===== src/rtl/pwm_hr.sv =====
module pwm_hr #(
  parameter int DW   = 15,
  parameter int NREF = 4,
  parameter int PW   = 10
) (
  input  logic            clk,
  input  logic            rst_n,
  input  logic [NREF-1:0] tick_en,
  input  logic            wr_en,
  input  logic [1:0]      addr,
  input  logic [15:0]     wdata,
  output logic [15:0]     rdata,
  output logic            pwm_out,
  output logic            period_start
);
  localparam int MAXD = (1 << DW) - 1;

  logic [2:0]    ref_r, res_r, exp_r;
  logic [1:0]    pdv_r;
  logic [DW-1:0] duty_r;

  logic [2:0]    a_ref, a_res, a_exp;
  logic [1:0]    a_pdv;
  logic [DW-1:0] a_duty;

  logic [PW-1:0] pre_cnt;
  logic [DW-1:0] cnt;
  logic          pwm_q, strobe_q;

  always_ff @(posedge clk or negedge rst_n) begin
    if (!rst_n) begin
      ref_r <= '0; res_r <= '0; exp_r <= '0; pdv_r <= '0; duty_r <= '0;
    end else if (wr_en) begin
      case (addr)
        2'd0: begin ref_r <= wdata[2:0]; res_r <= wdata[6:4]; end
        2'd1: begin exp_r <= wdata[2:0]; pdv_r <= wdata[6:5]; end
        2'd2: duty_r <= (wdata > 16'(MAXD)) ? DW'(MAXD) : wdata[DW-1:0];
        default: ;
      endcase
    end
  end

  always_comb begin
    case (addr)
      2'd0:    rdata = {9'd0, res_r, 1'b0, ref_r};
      2'd1:    rdata = {9'd0, pdv_r, 2'd0, exp_r};
      2'd2:    rdata = 16'(duty_r);
      default: rdata = '0;
    endcase
  end

  logic [2:0] pdv_val;
  always_comb begin
    case (a_pdv)
      2'd0:    pdv_val = 3'd1;
      2'd1:    pdv_val = 3'd3;
      2'd2:    pdv_val = 3'd5;
      default: pdv_val = 3'd6;
    endcase
  end

  logic [7:0]    tk_ext;
  logic          run, tick, step, wrap, load;
  logic [PW-1:0] step_len;
  logic [DW-1:0] top, duty_eff;

  assign tk_ext   = 8'({tick_en, 1'b0});
  assign run      = (a_ref != 3'd0) && (32'(a_ref) <= NREF);
  assign tick     = run && tk_ext[a_ref];
  assign step_len = PW'(pdv_val) << a_exp;
  assign step     = tick && (pre_cnt == step_len - PW'(1));
  assign top      = DW'((17'd256 << a_res) - 17'd1);
  assign wrap     = step && (cnt == top);
  assign load     = !run || wrap;
  assign duty_eff = (a_duty > top) ? top : a_duty;

  always_ff @(posedge clk or negedge rst_n) begin
    if (!rst_n) begin
      a_ref <= '0; a_res <= '0; a_exp <= '0; a_pdv <= '0; a_duty <= '0;
      pre_cnt <= '0; cnt <= '0; pwm_q <= 1'b0; strobe_q <= 1'b0;
    end else begin
      if (load) begin
        a_ref <= ref_r; a_res <= res_r; a_exp <= exp_r;
        a_pdv <= pdv_r; a_duty <= duty_r;
      end
      if (!run) begin
        pre_cnt <= '0;
        cnt     <= '0;
      end else if (tick) begin
        if (step) begin
          pre_cnt <= '0;
          cnt     <= wrap ? '0 : cnt + DW'(1);
        end else begin
          pre_cnt <= pre_cnt + PW'(1);
        end
      end
      pwm_q    <= run && (cnt < duty_eff);
      strobe_q <= tick && (pre_cnt == '0) && (cnt == '0);
    end
  end

  assign pwm_out      = pwm_q;
  assign period_start = strobe_q;


  strobe_pulse_chk: assert property (@(posedge clk) disable iff (!rst_n)
    period_start |=> !period_start);


  off_low_chk: assert property (@(posedge clk) disable iff (!rst_n)
    !run |=> !pwm_out);


  zero_duty_chk: assert property (@(posedge clk) disable iff (!rst_n)
    (run && a_duty == '0) |=> !pwm_out);


  cnt_range_chk: assert property (@(posedge clk) disable iff (!rst_n)
    cnt <= top);


  shadow_hold_chk: assert property (@(posedge clk) disable iff (!rst_n)
    (run && !wrap) |=> ($stable(a_duty) && $stable(a_res) && $stable(a_ref)));
endmodule


===== config.mk =====
export PLATFORM = sky130hd
export DESIGN_NAME = pwm_hr
export DESIGN_NICKNAME = d
export VERILOG_FILES = /design/src/rtl/pwm_hr.sv
export SDC_FILE = /design/constraint.sdc
export NUM_CORES = 1
export LEC_CHECK = 0
export ABC_CLOCK_PERIOD_IN_PS = 3800
export CORE_AREA = 5 5 118 98
export DETAILED_ROUTE_END_ITERATION = 8
export DIE_AREA = 0 0 123 103
export GPL_TIMING_DRIVEN = 0
export PLACE_DENSITY = 0.82
export SYNTH_ARGS = -nofsm -noshare
export SYNTH_HDL_FRONTEND = slang
export SYNTH_SLANG_ARGS = --single-unit

===== constraint.sdc =====
create_clock -name clk -period 3.8 [get_ports clk]
set_input_delay 0.57 -clock clk [delete_from_list [all_inputs] [get_ports clk]]
set_output_delay 0.57 -clock clk [all_outputs]
set_load 0.1 [all_outputs]

; After elaboration in Yosys (flattened, before gate mapping)
; Index checks and enable logic that the tools add are counted.
[classes]
addsub = 4
magnitude_cmp = 5
n_eq_ne = 8
shift = 2
n_mux = 13
reduce_logical = 18
[op_table]
columns = op, count
row1 = $mux 15, 6
row2 = $pmux 15 s3, 1
row3 = $mux 10, 3
row4 = $gt 16x15->1 const B, 1
row5 = $add 15x1->15 const B, 1
row6 = $eq 15x15->1, 1
row7 = $gt 15x15->1, 1
row8 = $logic_not 15->1, 1
row9 = $lt 15x15->1, 1
row10 = $shl 9x3->15 const A, 1
row11 = $sub 15x1->15 const B, 1
row12 = $add 10x1->10 const B, 1
row13 = $eq 10x10->1, 1
row14 = $logic_not 10->1, 1
row15 = $shl 3x3->10, 1
row16 = $sub 10x1->10 const B, 1
row17 = $pmux 3 s3, 1
row18 = $reduce_and 2->1, 4
row19 = $logic_and 1x1->1, 7
row20 = $eq 2x1->1 const B, 2
row21 = $eq 2x2->1 const B, 2
row22 = $logic_not 2->1, 2
row23 = $lt 3x4->1 const B, 1
row24 = $ne 2x1->1 const B, 2
row25 = other kinds (6), 6
[word_totals]
register_bits = 79
in_bits = 25
out_inout_bits = 18
word_cells = 64

; Depth between registers and ports, before layout
; Gate-level depths: netlist of run 1.
[depth]
word_depth = 11
ltp_mapped = 19
depth_no_buf = 17

; Worst setup path after synthesis of run 1
; No wires, ideal clock.
[synth_timing]
path_kind = register to register
from = reg a_pdv[0]
to = reg a_duty[10]
setup_time_ps = 125
t_arrival_ps = 3749
required_time_ps = 3675
setup_slack_ps = -74
path_stages_with_launch = 14
n_path_buf = 3
synth_period_minus_slack_ps = 3874
path_cell_list = dfrtp_1 > clkbuf_1 > a2111oi_0 > inv_1 > ha_1 > mux2i_1 > a311o_1 > a2111oi_2 > xnor2_1 > a2111o_1 > buf_6 > a21oi_4 > buf_12 > mux2_4
[synth_between]
elab_chain_cells = 8
word_cells_on_any_way = 10
cone_classes = add/sub: 1 / eq/ne: 3 / shift: 1 / mux: 1 / reduce/logical: 4
[synth_lines]
columns = item, line
row1 = start: declaration, 23  ; logic [1:0] a_pdv;
row2 = start signal: assignment, 84  ; a_pdv <= pdv_r; a_duty <= duty_r;
row3 = "$eq 2x2->1, or another cell as far along", 54  ; case (a_pdv)
row4 = $pmux 3 s3 (*), 54
row5 = $shl 3x3->10 (*), 70  ; assign step_len = PW'(pdv_val) << a_exp;
row6 = $sub 10x1->10 (*), 71  ; assign step = tick && (pre_cnt == step_len - PW'(1));
row7 = $eq 10x10->1 (*), 71
row8 = $logic_and 1x1->1 (*), 71
row9 = $logic_and 1x1->1 (*), 73  ; assign wrap = step && (cnt == top);
row10 = $logic_or 1x1->1 (*), 74  ; assign load = !run || wrap;
row11 = end signal: assignment, 84
row12 = end: declaration, 24  ; logic [DW-1:0] a_duty;
; Every way passes the cells marked *; elsewhere a longest branch is shown, timed or not.
; A chain may end at the register's enable or synchronous reset.

; Worst setup path in the final report of run 1
[layout_timing]
from = reg a_pdv[0]
to = reg a_duty[5]
; The elaborated chain is that of the path after synthesis.

==> summary.txt, run 1 <==
Placed design
  • DP Area: 0.00601 mm2
  • Final HPWL DP: 10.4 mm
  • Port Buf Inserts: 39
  • Routability cong.: 0.901

Timing
  • Fmax achieved: 0.263 GHz
  • Final period util: 99.9%
  • Clock Skew: 0.00954 ns
  • Final setup viols: 0
  • Final Hold Fails: 0
  • Post-route minimum period: 3.80 ns
  • RSZ-0062 raised after global routing: true
  • Worst slew margin: 34.1%
  • Slew of the pin with the lowest slew margin: 0.985 ns
  • Slew Limit Fails: 0

Drt
  • Drt first pass iters: 6
  • Number of remaining DRC errors: 0
  • DRT iter0 DRCs: 455
  • Routed vias: 5026
  • WL/cell: 18.8 um
  • Vias per inst: 6.18
  • Final WL: 15.3 mm
  • Post-route ant nets: 0

Setup path
  • R2R cell count: 14
  • Worst r2r src: a_pdv[0]$_DFFE_PN0P_
  • Reg-to-reg setup timing slack: 0.002 ns
  • Arrival time at the worst endpoint: 4.02 ns
  • Worst setup EP type: flip-flop
  • Critical path required time: 4.02 ns
  • CP max FO: 7
  • Nature of the critical path startpoint: flip-flop
  • FF-to-FF End: a_duty[5]$_DFFE_PN0P_
  • WS Path Type: flip-flop to flip-flop

Flow run
  • Max Cap Violations: 0

Clock tree
  • CTS root buffer: clkbuf_16
  • Clk pin slew, worst setup/hold paths: 0.07 ns
  • CTS tree: yes
  • Clock sinks: 79
  • Inserted Clock Buffers: 9
  • Clk_lat worst skew: 0.34 ns
  • CTS Buffer Depth: 2
  • CTS H-Tree Depth: 3
  • Hold buffer count at CTS: 0

Finish
  • Area Overhead vs Synth: 28.9%
  • # fillers: 764
  • Storage cell area: 0.00198 mm2
  • Final Instance Area: 0.00698 mm2
  • Multi-input gate area: 0.00336 mm2
  • Antenna Cells: 0
  • Fin util: 67.0%
  • Nets@finish: 715
  • Layout cells sized above 1: 22.9%

Yosys
  • Top_reg_cell synth: dfrtp_1
  • Avg Inst Size Synth: 9.35 um2
  • Library cells used by synthesis: 66
  • Mapped Area: 0.00541 mm2
  • Top post-synthesis cells by count: dfrtp_1 (79), nand2_1 (49), o21ai_0 (35), clkbuf_1 (32), nand3_1 (30)
  • Synth area leader: dfrtp_1
  • Top cells by area, synth: dfrtp_1 (37%), ha_1 (6.0%), mux2_4 (5.5%), mux2_2 (3.5%), nand2_1 (3.4%)
  • Yosys reg bits: 79
  • Post-synth EDFFs: 0
  • Yosys warnings: 0
  • Most common cell in the netlist: dfrtp_1
  • Post-synth top area share: 36.5%
  • Sequential-to-total area share from yosys stat: 36.5%
  • Fraction of registers with async set/reset: 100%
  • Synth Instances: 579
  • Syn nets: 630

Global route
  • Gr usage total: 23.6%
  • Antenna violations before repair: 0
  • Largest net degree at the start of global routing: 74
  • Grt ovf: 0
  • Vias in the first global route: 4722
  • First-pass GRT wire length: 23.6 mm

Floorplanning
  • Die Wd: 123 um
  • Num ports: 43
  • Die area: 0.0127 mm2
  • Core box area: 0.0104 mm2
  • Initial Util: 51.9%
  • Std cell rows: 34
  • Die Span Y: 103 um

Status
  • Status: finished clean

Power and ir drop
  • Leak pwr: 3.08 nW
  • VDD IR-drop max: 548 uV
  • PD cells: 908 mW/mm2

Worst hold path
  • Worst Hold Class: primary input to async pin
-- worst max path at each step --
| stage | start | endpoint | slack, ns | depth (start not counted) |
|---|---|---|---|---|
| detailed placement | a_res[2]$_DFFE_PN0P_ | pwm_out$_DFF_PN0_ | -0.86 | 16 |
| floorplan | a_pdv[0]$_DFFE_PN0P_ | a_duty[10]$_DFFE_PN0P_ | 0.004 | 13 |
| finish | a_pdv[0]$_DFFE_PN0P_ | a_duty[5]$_DFFE_PN0P_ | 0.002 | 14 |
| global route | a_res[0]$_DFFE_PN0P_ | pwm_out$_DFF_PN0_ | -0.10 | 16 |
| global placement | a_res[2]$_DFFE_PN0P_ | pwm_out$_DFF_PN0_ | -0.75 | 16 |
| CTS | a_res[0]$_DFFE_PN0P_ | pwm_out$_DFF_PN0_ | -0.01 | 16 |
-- critical path, stage by stage (launching register included) --
cell,delay (ns)
dfrtp_1,0.39
buf_6,0.14
a2111oi_4,0.36
inv_1,0.11
ha_4,0.19
nor4b_1,0.14
a311o_1,0.36
a2111oi_4,0.45
xnor2_1,0.14
a2111o_1,0.35
buf_6,0.16
a21oi_4,0.25
buf_12,0.16
buf_6,0.12
mux2_2,0.35
-- report_power, final --
| part | switching (mW) | internal [mW] | total (mW) |
|---|---|---|---|
| Combinational | 2.15 | 2.03 | 4.17 |
| Clock | 0.365 | 0.450 | 0.815 |
| Sequential | 0.274 | 1.07 | 1.35 |
-- layout make-up --
class                           count  area share, %
Buffer                             38           4.05
Inverter                           28           1.51
Multi-Input combinational cell    430           48.2
Clock buffer                        9           3.23
Timing Repair Buffer               78           11.2
Tap cell                          144           2.58
Sequential cell                    79           28.4
Clock inverter                      7          0.807
-- layout by cell type, fill, tap and decap left out, drive strengths merged, types with 10 or more instances in the layout --
cell type,Yosys,layout
a21o,12,12
and2,14,14
buf,10,54
clkbuf,32,32
clkdlybuf4s50,0,38
dfrtp,79,79
ha,26,26
inv,28,30
mux2,37,37
mux2i,11,11
nand2,49,49
nand3,30,30
nand4,17,17
nor2,29,29
nor3,17,17
nor4,11,11
o21ai,35,35
xnor2,10,10
xor2,10,10
-- cells by family (layout without fill, tap and decap cells) --
| group | count (synthesis) | in the layout | share of synthesized area (%) |
|---|---|---|---|
| buf+inv | 70 | 160 | 5.80 |
| simple gates | 220 | 220 | 21.8 |
| fa+ha+maj | 26 | 26 | 6.01 |
| xor+xnor | 20 | 20 | 3.24 |
| mux | 48 | 48 | 11.1 |
| other cells | 1 | 1 | 0.0693 |
| flops | 79 | 79 | 36.5 |
| compound gates | 115 | 115 | 15.4 |
-- stage by stage --
step	std cells	TNS, ns	worst slack [ns]	power [mW]	hold WS, ns
global route	813	-0.548	-0.102	6.68	0.0427
detailed placement	763	-25.80	-0.856	4.46	0.405
CTS	788	-0.0142	-0.0142	5.65	0.0317
floorplan	579	0	0.00403	3.72	0.274
finish	813	0	0.00243	6.33	0.0383
global placement	762	-59.82	-0.747	4.34	0.490
-- registers in the layout, indices dropped and copies added, names as in the netlist --
register / cells
pwm_out: 1
ref_r: 3
res_r: 3
pdv_r: 2
exp_r: 3
a_pdv: 2
cnt: 15
a_duty: 15
pre_cnt: 10
a_exp: 3
a_res: 3
duty_r: 15
period_start: 1
a_ref: 3
-- what timing repair did --
item	in CTS	in global routing
endpoints found under the hold margin	0	0
gates resized for setup	35	61
pin swaps	8	24
cloned	1	4
buffers inserted	10	23
setup endpoints to repair	52	33
-- layer usage --
layer  vias up  GRT usage [%]  wire length, um  share of wire [%]
met5         -              0                0                  0
met4         0           7.74              344                2.3
met3        36           5.16             1300                8.5
met2       286           35.8             6880                 45
met1      2402           33.6             6730                 44
li1       2302              -                -                  -
Power figures use the tool's default switching activity.
==> inputs of run 2 (changes only) <==
--- a/config.mk
+++ b/config.mk
@@ -5,7 +5,6 @@
 export SDC_FILE = /design/constraint.sdc
 export NUM_CORES = 1
 export LEC_CHECK = 0
-export ABC_CLOCK_PERIOD_IN_PS = 3800
 export CORE_AREA = 5 5 118 98
 export DETAILED_ROUTE_END_ITERATION = 8
 export DIE_AREA = 0 0 123 103
==> constraint.sdc (replaced) <==
create_clock -name clk -period 3.8 [get_ports clk]
set_input_delay 0.57 -clock clk [delete_from_list [all_inputs] [get_ports clk]]
set_output_delay 0.57 -clock clk [all_outputs]
set_load 0.01 [all_outputs]
==> results of run 2 <==
The final DEF is identical to that of run 1. Status: finished clean.
Main changes from that run: total power 6.33 mW -> 6.15 mW
